### config.mk
export PLATFORM = sky130hd
export DESIGN_NAME = pwr_step_seq
export DESIGN_NICKNAME = d
export VERILOG_FILES = /design/src/rtl/pwr_step_pkg.sv /design/src/rtl/pwr_step_done_route.sv /design/src/rtl/pwr_step_timer.sv /design/src/rtl/pwr_mode_track.sv /design/src/rtl/pwr_step_seq.sv
export SDC_FILE = /design/constraint.sdc
export NUM_CORES = 1
export LEC_CHECK = 0
export BUFFER_PORTS_ARGS = -buffer_cell sky130_fd_sc_hd__buf_2
export CAP_MARGIN = 25
export CELL_PAD_IN_SITES_DETAIL_PLACEMENT = 0
export CELL_PAD_IN_SITES_GLOBAL_PLACEMENT = 1
export CORE_AREA = 2 2 136 138
export CTS_BUF_LIST = sky130_fd_sc_hd__clkbuf_8
export DETAILED_ROUTE_END_ITERATION = 12
export DIE_AREA = 0 0 138 140
export PLACE_DENSITY_LB_ADDON = 0.1
export SYNTH_ARGS = -nofsm -noshare
export SYNTH_HDL_FRONTEND = slang
export SYNTH_SLANG_ARGS = --single-unit
### constraint.sdc
create_clock -name clk -period 10.8 [get_ports clk]
set_clock_uncertainty 0.05 [all_clocks]
set_input_delay 1.62 -clock clk [delete_from_list [all_inputs] [get_ports clk]]
set_output_delay 1.62 -clock clk [all_outputs]
set_load 0.005 [all_outputs]
### src/rtl/pwr_step_pkg.sv
`timescale 1ns/1ps
package pwr_step_pkg;
  // Completion policy of one step
  typedef enum logic [1:0] {
    CM_DONE  = 2'd0,  // finish on done
    CM_DELAY = 2'd1,  // done, then count
    CM_COUNT = 2'd2,  // count only
    CM_FIRST = 2'd3   // earlier of done and count
  } cnt_mode_e;

  typedef enum logic [1:0] {
    SQ_IDLE   = 2'd0,
    SQ_RUN    = 2'd1,
    SQ_ASLEEP = 2'd2
  } seq_state_e;

  localparam logic [1:0] MODE_RUN = 2'd0;
endpackage

### src/rtl/pwr_step_done_route.sv
`timescale 1ns/1ps
module pwr_step_done_route #(
  parameter int NUM_STEPS = 16
) (
  input  logic [NUM_STEPS-1:0] step_done_i,
  input  logic                 sp_done_i,
  input  logic                 stby_done_i,
  output logic [NUM_STEPS-1:0] done_o
);
  localparam int HALF = NUM_STEPS / 2;

  // local done lines at the hand-off positions are not used
  logic handoff_unused;
  assign handoff_unused = ^step_done_i[HALF+1:HALF-2];

  for (genvar g = 0; g < NUM_STEPS; g++) begin : g_route
    if (g == HALF - 2 || g == HALF + 1) begin : g_sp
      assign done_o[g] = sp_done_i;
    end else if (g == HALF - 1 || g == HALF) begin : g_stby
      assign done_o[g] = stby_done_i;
    end else begin : g_local
      assign done_o[g] = step_done_i[g];
    end
  end
endmodule

### src/rtl/pwr_step_timer.sv
`timescale 1ns/1ps
module pwr_step_timer
  import pwr_step_pkg::*;
#(
  parameter int CNT_W = 16
) (
  input  logic             clk,
  input  logic             rst,
  input  logic             run_i,
  input  logic             done_i,
  input  cnt_mode_e        mode_i,
  input  logic [CNT_W-1:0] limit_i,
  output logic             fin_o
);
  logic [CNT_W-1:0] cnt_q;
  logic             dly_q;
  logic             hit;
  logic             fin;

  assign hit = (cnt_q == limit_i);

  always_comb begin
    case (mode_i)
      CM_DONE:  fin = done_i;
      CM_DELAY: fin = dly_q && hit;
      CM_COUNT: fin = hit;
      default:  fin = done_i || hit;
    endcase
  end

  assign fin_o = run_i && fin;

  always_ff @(posedge clk) begin
    if (rst || !run_i || fin_o) begin
      cnt_q <= '0;
      dly_q <= 1'b0;
    end else begin
      case (mode_i)
        CM_DELAY: begin
          if (!dly_q) dly_q <= done_i;
          else        cnt_q <= cnt_q + CNT_W'(1);
        end
        CM_COUNT, CM_FIRST: cnt_q <= cnt_q + CNT_W'(1);
        default: ;
      endcase
    end
  end


  cnt_bound_chk: assert property (@(posedge clk) disable iff (rst)
    (run_i && mode_i == CM_COUNT) |-> (cnt_q <= limit_i));
endmodule

### src/rtl/pwr_mode_track.sv
`timescale 1ns/1ps
module pwr_mode_track
  import pwr_step_pkg::*;
(
  input  logic       clk,
  input  logic       rst,
  input  logic       sleep_fin_i,
  input  logic       wake_fin_i,
  input  logic [1:0] tgt_i,
  output logic [1:0] cur_o,
  output logic [1:0] prev_o
);
  always_ff @(posedge clk) begin
    if (rst) begin
      cur_o  <= MODE_RUN;
      prev_o <= MODE_RUN;
    end else if (sleep_fin_i) begin
      prev_o <= cur_o;
      cur_o  <= tgt_i;
    end else if (wake_fin_i && cur_o != MODE_RUN) begin
      prev_o <= cur_o;
      cur_o  <= MODE_RUN;
    end
  end


  mode_enter_chk: assert property (@(posedge clk) disable iff (rst)
    sleep_fin_i |=> (cur_o == $past(tgt_i) && prev_o == $past(cur_o)));

  mode_leave_chk: assert property (@(posedge clk) disable iff (rst)
    wake_fin_i |=> (cur_o == MODE_RUN));
endmodule

### src/rtl/pwr_step_seq.sv
`timescale 1ns/1ps
module pwr_step_seq
  import pwr_step_pkg::*;
#(
  parameter int NUM_STEPS = 16,
  parameter int CNT_W     = 16
) (
  input  logic                       clk,
  input  logic                       rst,
  input  logic                       sleep_req_i,
  input  logic [1:0]                 target_mode_i,
  input  logic                       sleep_hold_en_i,
  input  logic                       wake_evt_i,
  input  logic [NUM_STEPS-1:0]       step_en_i,
  input  logic [2*NUM_STEPS-1:0]     step_mode_i,
  input  logic [CNT_W*NUM_STEPS-1:0] step_cnt_i,
  input  logic [NUM_STEPS-1:0]       step_done_i,
  input  logic                       sp_done_i,
  input  logic                       stby_done_i,
  output logic [NUM_STEPS-1:0]       step_req_o,
  output logic                       sp_req_o,
  output logic                       stby_req_o,
  output logic                       sleep_busy_o,
  output logic                       wake_busy_o,
  output logic                       core_hold_o,
  output logic [1:0]                 cur_mode_o,
  output logic [1:0]                 prev_mode_o
);
  localparam int HALF       = NUM_STEPS / 2;
  localparam int IDX_W      = $clog2(NUM_STEPS);
  localparam int SP_SLEEP   = HALF - 2;
  localparam int STBY_SLEEP = HALF - 1;
  localparam int STBY_WAKE  = HALF;
  localparam int SP_WAKE    = HALF + 1;
  localparam logic [IDX_W-1:0] IDX_SLEEP_LAST = IDX_W'(HALF - 1);
  localparam logic [IDX_W-1:0] IDX_WAKE_FIRST = IDX_W'(HALF);
  localparam logic [IDX_W-1:0] IDX_LAST       = IDX_W'(NUM_STEPS - 1);

  seq_state_e       st_q, st_d;
  logic [IDX_W-1:0] idx_q, idx_d;
  logic             pend_q, pend_d;
  logic [1:0]       tgt_q, tgt_d;
  logic             hold_en_q, hold_en_d;
  logic [NUM_STEPS-1:0] done_rt;
  logic [NUM_STEPS-1:0] req_d;
  logic             step_on, adv, in_sleep, wake_now;
  logic             sleep_fin, wake_fin, tmr_fin;
  cnt_mode_e        mode_sel;
  logic [CNT_W-1:0] limit_sel;

  pwr_step_done_route #(.NUM_STEPS(NUM_STEPS)) route_i (
    .step_done_i (step_done_i),
    .sp_done_i   (sp_done_i),
    .stby_done_i (stby_done_i),
    .done_o      (done_rt)
  );

  assign mode_sel  = cnt_mode_e'(step_mode_i[int'(idx_q)*2 +: 2]);
  assign limit_sel = step_cnt_i[int'(idx_q)*CNT_W +: CNT_W];
  assign step_on   = (st_q == SQ_RUN) && step_en_i[idx_q];
  assign adv       = (st_q == SQ_RUN) && (!step_en_i[idx_q] || tmr_fin);
  assign in_sleep  = (idx_q < IDX_WAKE_FIRST);
  assign wake_now  = pend_q || wake_evt_i;

  pwr_step_timer #(.CNT_W(CNT_W)) timer_i (
    .clk     (clk),
    .rst     (rst),
    .run_i   (step_on),
    .done_i  (done_rt[idx_q]),
    .mode_i  (mode_sel),
    .limit_i (limit_sel),
    .fin_o   (tmr_fin)
  );

  always_comb begin
    st_d      = st_q;
    idx_d     = idx_q;
    pend_d    = pend_q;
    tgt_d     = tgt_q;
    hold_en_d = hold_en_q;
    sleep_fin = 1'b0;
    wake_fin  = 1'b0;
    case (st_q)
      SQ_IDLE: begin
        if (sleep_req_i && target_mode_i != MODE_RUN) begin
          st_d      = SQ_RUN;
          idx_d     = '0;
          pend_d    = 1'b0;
          tgt_d     = target_mode_i;
          hold_en_d = sleep_hold_en_i;
        end
      end
      SQ_ASLEEP: begin
        if (wake_evt_i) begin
          st_d  = SQ_RUN;
          idx_d = IDX_WAKE_FIRST;
        end
      end
      default: begin
        if (in_sleep && wake_evt_i) pend_d = 1'b1;
        if (adv) begin
          if (in_sleep && wake_now) begin
            idx_d  = IDX_WAKE_FIRST;
            pend_d = 1'b0;
          end else if (idx_q == IDX_SLEEP_LAST) begin
            st_d      = SQ_ASLEEP;
            sleep_fin = 1'b1;
          end else if (idx_q == IDX_LAST) begin
            st_d     = SQ_IDLE;
            wake_fin = 1'b1;
          end else begin
            idx_d = idx_q + IDX_W'(1);
          end
        end
      end
    endcase
  end

  always_comb begin
    req_d = '0;
    if (st_d == SQ_RUN && step_en_i[idx_d]) req_d[idx_d] = 1'b1;
  end

  always_ff @(posedge clk) begin
    if (rst) begin
      st_q         <= SQ_IDLE;
      idx_q        <= '0;
      pend_q       <= 1'b0;
      tgt_q        <= MODE_RUN;
      hold_en_q    <= 1'b0;
      step_req_o   <= '0;
      sp_req_o     <= 1'b0;
      stby_req_o   <= 1'b0;
      sleep_busy_o <= 1'b0;
      wake_busy_o  <= 1'b0;
      core_hold_o  <= 1'b0;
    end else begin
      st_q         <= st_d;
      idx_q        <= idx_d;
      pend_q       <= pend_d;
      tgt_q        <= tgt_d;
      hold_en_q    <= hold_en_d;
      step_req_o   <= req_d;
      sp_req_o     <= req_d[SP_SLEEP] || req_d[SP_WAKE];
      stby_req_o   <= req_d[STBY_SLEEP] || req_d[STBY_WAKE];
      sleep_busy_o <= (st_d == SQ_RUN) && (idx_d < IDX_WAKE_FIRST);
      wake_busy_o  <= (st_d == SQ_RUN) && (idx_d >= IDX_WAKE_FIRST);
      core_hold_o  <= hold_en_d && (st_d != SQ_IDLE);
    end
  end

  pwr_mode_track mode_i (
    .clk         (clk),
    .rst         (rst),
    .sleep_fin_i (sleep_fin),
    .wake_fin_i  (wake_fin),
    .tgt_i       (tgt_q),
    .cur_o       (cur_mode_o),
    .prev_o      (prev_mode_o)
  );


  rq_onehot_chk: assert property (@(posedge clk) disable iff (rst)
    $onehot0(step_req_o));

  sleep_order_chk: assert property (@(posedge clk) disable iff (rst)
    (sleep_busy_o && $past(sleep_busy_o)) |-> (idx_q >= $past(idx_q)));

  busy_excl_chk: assert property (@(posedge clk) disable iff (rst)
    !(sleep_busy_o && wake_busy_o));

  handoff_chk: assert property (@(posedge clk) disable iff (rst)
    sp_req_o |-> (step_req_o[SP_SLEEP] || step_req_o[SP_WAKE]));

  mode_change_chk: assert property (@(posedge clk) disable iff (rst)
    (cur_mode_o != $past(cur_mode_o)) |-> (!sleep_busy_o && !wake_busy_o));

  abort_chk: assert property (@(posedge clk) disable iff (rst)
    (wake_busy_o && !$past(wake_busy_o) && $past(sleep_busy_o)) |-> (cur_mode_o == MODE_RUN));

  hold_chk: assert property (@(posedge clk) disable iff (rst)
    core_hold_o |-> (sleep_busy_o || wake_busy_o || cur_mode_o != MODE_RUN));
endmodule

# After elaboration in Yosys (flattened, before gate mapping)
# Index checks and enable logic that the tools add are counted.
dict set report op_classes {
  addsub 2
  mul 0
  div_mod_pow 0
  n_lt_le_gt_ge 6
  n_eq_ne 11
  shift 2
  muxes 47
  bitwise 2
  n_reduce_logical 35
}
# cell count
set op_table {}
lappend op_table {{$shiftx A256 B9 Y16} 1}
lappend op_table {{$pmux W16 S2} 1}
lappend op_table {{$shiftx A32 B6 Y2} 1}
lappend op_table {{$mux W4} 6}
lappend op_table {{$mux W1} 20}
lappend op_table {{$mux W2} 10}
lappend op_table {{$add A16 B1 Y16 const B} 1}
lappend op_table {{$eq A16 B16 Y1} 1}
lappend op_table {{$mux W16} 1}
lappend op_table {{$logic_and A1 B1 Y1} 13}
lappend op_table {{$bmux W1 S4} 3}
lappend op_table {{$lt A4 B5 Y1 const B} 2}
lappend op_table {{$mux W10} 1}
lappend op_table {{$reduce_bool A2 Y1} 5}
lappend op_table {{$lt A4 B4 Y1 const B} 2}
lappend op_table {{$pmux W4 S2} 1}
lappend op_table {{$logic_or A1 B1 Y1} 7}
lappend op_table {{$eq A2 B1 Y1 const B} 3}
lappend op_table {{$eq A2 B2 Y1 const B} 3}
lappend op_table {{$reduce_and A2 Y1} 3}
lappend op_table {{$reduce_or A2 Y1} 3}
lappend op_table {{$add A4 B1 Y4 const B} 1}
lappend op_table {{$demux W1 S4} 1}
lappend op_table {{$eq A4 B3 Y1 const B} 1}
lappend op_table {{other kinds (11)} 14}
dict set report totals {
  ff_bits 52
  latchBits 0
  ram_bits 0
  mem_bits_ro 0
  output_inout_bits 25
  wordCells 121
  memories 0
}

# Depth between registers and ports, before layout
dict set report depth {
  word_depth 15
  mapped_depth 17
}

# Hierarchy
# A second synthesis with hierarchy kept.
dict set report unflattened {
  cells_unflattened 453
  area_unflattened_um2 5166.2
}
# module instances cells_per_inst area_each_um2 seq_area_each_um2
set modules_own_cells {}
lappend modules_own_cells {pwr_step_seq 1 299 3887.5 620.6}
lappend modules_own_cells {pwr_step_timer 1 120 1003.5 340.3}
lappend modules_own_cells {pwr_mode_track 1 18 155.1 80.1}
lappend modules_own_cells {pwr_step_done_route 1 16 120.1 0.0}

# Least setup slack after synthesis
# Ideal clock, no wire load.
dict set report synth_timing {
  path_kind {input port to flip-flop}
  start {input step_mode_i[15]}
  end {register step_req_o[13]}
  setup_time_ps 60
  arrival_ps 4325
  path_slack_ps 6365
  path_stages 10
  path_buffers 1
  cell_sequence {mux4_2 -> mux4_2 -> nand2b_1 -> clkbuf_1 -> o211a_1 -> a21o_2 -> a31o_2 -> or2_4 -> nor4_4 -> and3_1}
}
dict set report synth_via {
  elab_chain_cells 13
}
# item line_no
set synth_lines {}
lappend synth_lines {{from (decl)} pwr_step_seq.sv:15} ;# input logic [2*NUM_STEPS-1:0] step_mode_i,
lappend synth_lines {{$shiftx A32 B6 Y2 (*)} pwr_step_seq.sv:58} ;# assign mode_sel = cnt_mode_e'(step_mode_i[int'(idx_q)*2 +: 2]);
lappend synth_lines {{$eq A2 B2 Y1, or another cell as far along} pwr_step_timer.sv:23} ;# case (mode_i)
lappend synth_lines {{$pmux W1 S3 (*)} pwr_step_timer.sv:23}
lappend synth_lines {{$logic_and A1 B1 Y1 (*)} pwr_step_timer.sv:31} ;# assign fin_o = run_i && fin;
lappend synth_lines {{$logic_or A1 B1 Y1 (*)} pwr_step_seq.sv:61} ;# assign adv = (st_q == SQ_RUN) && (!step_en_i[idx_q] || tmr_fin);
lappend synth_lines {{$logic_and A1 B1 Y1 (*)} pwr_step_seq.sv:61}
lappend synth_lines {{branches (longest 7 deep; another with $lt A4 B5 Y1)} n/a}
lappend synth_lines {{to (signal assigned)} pwr_step_seq.sv:143} ;# step_req_o <= req_d;
lappend synth_lines {{to (decl)} pwr_step_seq.sv:20} ;# output logic [NUM_STEPS-1:0] step_req_o,
# Every way passes the cells marked *. The select of a mux whose other input is x is not followed.
# A chain may end at the register's enable or synchronous reset.

# Worst setup path in the final report
dict set report layout_timing {
  start {register idx_q[0]}
  end {register stby_req_o}
}
dict set report layout_via {
  elab_chain_cells 15
}
# item line_no
set layout_lines {}
lappend layout_lines {{from (decl)} pwr_step_seq.sv:40} ;# logic [IDX_W-1:0] idx_q, idx_d;
lappend layout_lines {{from (signal assigned)} pwr_step_seq.sv:139} ;# idx_q <= idx_d;
lappend layout_lines {{$shiftx A256 B9 Y16 or $bmux W1 S4 (tied branches)} {pwr_step_seq.sv:59, pwr_step_seq.sv:69}}
lappend layout_lines {{$eq A16 B16 Y1 or $mux W1 (tied branches)} {pwr_step_timer.sv:20, pwr_step_seq.sv:69}}
lappend layout_lines {{$logic_or A1 B1 Y1 or $logic_and A1 B1 Y1 (tied branches)} {pwr_step_timer.sv:27, pwr_step_timer.sv:25}}
lappend layout_lines {{$pmux W1 S3} pwr_step_timer.sv:23}
lappend layout_lines {{$logic_and A1 B1 Y1} pwr_step_timer.sv:31}
lappend layout_lines {{$logic_or A1 B1 Y1} pwr_step_seq.sv:61}
lappend layout_lines {{$logic_and A1 B1 Y1} pwr_step_seq.sv:61}
lappend layout_lines {{$mux W4} pwr_step_seq.sv:101} ;# if (adv) begin
lappend layout_lines {{$pmux W4 S2} pwr_step_seq.sv:83} ;# case (st_q)
lappend layout_lines {{$lt A4 B5 Y1 (not written as such) or $ge A4 B1 Y1 (tied branches)} pwr_step_seq.sv:121} ;# if (st_d == SQ_RUN && step_en_i[idx_d]) req_d[idx_d] = 1'b1;
lappend layout_lines {{$logic_and A1 B1 Y1 (not written as such)} pwr_step_seq.sv:121}
lappend layout_lines {{$mux W1 (not written as such)} pwr_step_seq.sv:121}
lappend layout_lines {{$demux W1 S4} pwr_step_seq.sv:121}
lappend layout_lines {{$mux W10 (*)} pwr_step_seq.sv:121}
lappend layout_lines {{$logic_or A1 B1 Y1 (*)} pwr_step_seq.sv:145} ;# stby_req_o <= req_d[STBY_SLEEP] || req_d[STBY_WAKE];
lappend layout_lines {{to (signal assigned)} pwr_step_seq.sv:145}
lappend layout_lines {{to (decl)} pwr_step_seq.sv:22} ;# output logic stby_req_o,
# Every way passes the cells marked *; elsewhere a longest branch is shown, timed or not. The select of a mux whose other input is x is not followed.

==> impl_metrics.json <==
{
  "status": "finished clean",
  "synth-edff-count": 0,
  "muxShareOfSynthArea": 0.377,
  "firstDrtPassIters": 5,
  "relSlewSlack": 0.432,
  "rr_worst_depth": 12,
  "drtIter0Drc": 271,
  "maxSlewViolCount": 0,
  "n_antenna_cell": 0,
  "p_sw_uw": 170,
  "io_pins": 354,
  "antenna_found_initial": 0,
  "synthCells": 572,
  "arrival_ns": 5.22,
  "postCtsSetupBuffers": 0,
  "reg2reg_slack_ns": 5.79,
  "hold_class": "flip-flop to flip-flop",
  "cp-start-kind": "flip-flop",
  "fmax_mhz": 200,
  "dp_hpwl_mm": 18.2,
  "crit_family": "simple AND/OR/NAND/NOR gates",
  "ir_drop_v": 0.0000475,
  "cts_max_path_buffers": 2,
  "cp_slowest_cell": "buf_4",
  "period_share": 0.464,
  "min_from": "tgt_q[1]",
  "vias": 5899,
  "path_cells": "buf_4 > mux2i_1 > o22ai_1 > nor4_1 > or4_1 > or4_1 > nor4_2 > a21o_2 > nand2_1 > a31o_1 > nor4_2 > a31o_1",
  "nets": 1219,
  "synth-xor-area-share": 0.0414,
  "worstPathRequired_ns": 11.01,
  "yosysSeqAreaShare": 0.197,
  "synthArstFlopShare": 0,
  "rr_endpoint": "stby_req_o",
  "clk_latency_ns": 0.31,
  "holdPathEnd": "mode_i.cur_o[1]",
  "clk_pin_slew_ns": 0.10,
  "power_frac_seq": 0.391,
  "die_height_um": 140,
  "final.min_clock_period_ns": 5.01,
  "start_util": 0.298,
  "synth_fa_ha_area_frac": 0.00473,
  "critPathKind": "flip-flop to flip-flop",
  "cts.sinks": 52,
  "critPathCaptureType": "flip-flop",
  "final_common_cell": "buf_2",
  "synth_top_flop_cell": "dfxtp_1",
  "finalHoldViolCount": 0,
  "ys.warnings.count": 0,
  "cell_internal_pwr_uw": 346,
  "finalSetupViolCount": 0,
  "drtAntennaViolNets": 0,
  "htreeDepth": 2,
  "cts_made_buffers": 5,
  "ys_ff_latch": 52,
  "drive_gt1_frac": 0.485,
  "nFillCells": 1850,
  "dp_slack_ns": 5.69,
  "gp_congestion": 0.878,
  "clock_power_share": 0.220,
  "utilization": 0.406,
  "synth-compound-area-share": 0.134,
  "synth_top_family_by_area": "multiplexers",
  "finalSetupTns_ns": 0,
  "powerDensity_nw_per_um2": 71.5,
  "cts-root-buf": "clkbuf_8",
  "grt_overflow": 0,
  "drc_errors": 0,
  "yosys.area_share.simple": 0.192,
  "layout_common_cells": "buf_2 (349), mux2i_1 (89), nor2_1 (55), dfxtp_1 (48), mux4_2 (47)",
  "crit_fanout": 55,
  "rsz0062_at_grt": "no",
  "synth_fp_nets": 903,
  "die_area_um2": 19300,
  "wire_per_inst_um": 19.6,
  "synth.distinct_cells": 66,
  "leakagePower_nw": 3.05,
  "syn_avg_cell_area_um2": 9.25,
  "min_path_cells": 2,
  "post_cts_resized": 0,
  "grt_pass1_wl_mm": 34.1,
  "worst_slew_pin_slew_ns": 0.852,
  "num_rows": 49,
  "cp_num_buf_inv": 1,
  "combPwrFrac": 0.389,
  "holdBufCountCts": 0,
  "fin_ws_ns": 5.79,
  "port_buffers": 349,
  "die_x_um": 138,
  "cts_tree": "built",
  "core_area_um2": 17800,
  "grt_max_degree": 56,
  "track_usage": 0.219,
  "slowest_delay_ns": 0.76,
  "syn_to_final_growth_pct": 36.4,
  "netlist_area_um2": 5290,
  "drv_cap": 0,
  "wl_mm": 22.0,
  "viasPerCell": 5.28,
  "grt_pass1_vias": 6339,
  "netSwitchingFraction": 0.329,
  "r2r_start": "idx_q[0]"
}
[logic make-up (layout without fill, tap and decap cells)]
logic type / count (synthesis) / count (layout)
AOI/OAI and AO/OA: 103 / 103
xor gates and xnor gates: 25 / 25
adders and majority gates: 2 / 2
buffers and inverters: 57 / 374
DFF: 52 / 52
muxes: 140 / 140
and+or+nand+nor: 193 / 193
[worst max-delay path by stage]
stage / startpoint / to / cells after the start
after floorplan: step_mode_i[15] / step_req_o[13] / 10
after global placement: step_cnt_i[152] / sp_req_o / 12
after detailed placement: idx_q[0] / sp_req_o / 12
after CTS: idx_q[0] / sp_req_o / 12
after global routing: idx_q[0] / step_req_o[1] / 12
final: idx_q[0] / stby_req_o / 12
[routing by layer]
layer  up-vias  track usage  part of all wire
met5         -            0                 0
met4         0       0.0483             0.016
met3        25       0.0328             0.053
met2       214        0.397              0.51
met1      2815        0.275              0.42
li1       2845            -                 -
[worst register-to-register path, stage by stage, from the launching register on]
cell     delay, ns
dfxtp_4       0.74
buf_4         0.76
mux2i_1       0.26
o22ai_1       0.30
nor4_1        0.11
or4_1         0.52
or4_1         0.52
nor4_2        0.40
a21o_2        0.28
nand2_1       0.15
a31o_1        0.31
nor4_2        0.40
a31o_1        0.16
[power by group through the flow]
stage / clock (mW) / sequential (mW) / combinational (mW)
CTS: 0.118 / 0.202 / 0.203
global placement: 0 / 0.206 / 0.199
floorplan: 0 / 0.201 / 0.117
global route: 0.126 / 0.203 / 0.220
detailed placement: 0 / 0.207 / 0.202
finish: 0.114 / 0.202 / 0.201
[registers in the layout (all words and copies together) (netlist names), 2 cells and up]
register       count
st_q               2
idx_q              4
timer_i.cnt_q     16
mode_i.cur_o       2
mode_i.prev_o      2
tgt_q              2
step_req_o        16
[cell usage after synthesis, drive strengths merged, types with 5 or more instances]
master | count | share of area
dfxtp | 52 | 0.20
a21oi | 20 | 0.019
o22ai | 32 | 0.039
a32oi | 5 | 0.0083
buf | 27 | 0.033
xnor2 | 20 | 0.033
inv | 12 | 0.0085
nor4 | 9 | 0.016
nand4 | 9 | 0.011
or4 | 5 | 0.0071
mux2i | 89 | 0.17
nor2 | 56 | 0.040
clkbuf | 18 | 0.013
nand2b | 10 | 0.012
a31o | 6 | 0.0099
nand2 | 32 | 0.023
nor3 | 17 | 0.016
and3 | 19 | 0.022
and2 | 8 | 0.0095
nand3 | 7 | 0.0066
mux4 | 47 | 0.20
xor2 | 5 | 0.0083
o21ai | 9 | 0.0085
[per-stage QoR]
step	total power [mW]	instance area (um2)	hold slack [ns]	instances
6_report	0.516	7220	0.435	1118
5_1_grt	0.549	7220	0.449	1118
4_1_cts	0.524	7220	0.435	1118
3_5_place_dp	0.409	7130	0.420	1110
3_3_place_gp	0.405	7130	0.396	1110
2_1_floorplan	0.319	5290	0.384	572
[cell type report]
| class | count | area [um2] | area share |
|---|---|---|---|
| clock buffer | 5 | 68.8 | 0.00953 |
| clock inverter | 3 | 18.8 | 0.00260 |
| inverter | 12 | 45.0 | 0.00624 |
| multi-input combinational | 463 | 3960 | 0.549 |
| sequential | 52 | 1050 | 0.146 |
| tap | 229 | 287 | 0.0397 |
| timing repair buffer | 354 | 1780 | 0.247 |
Note: power is estimated with default switching activity, not from simulation.
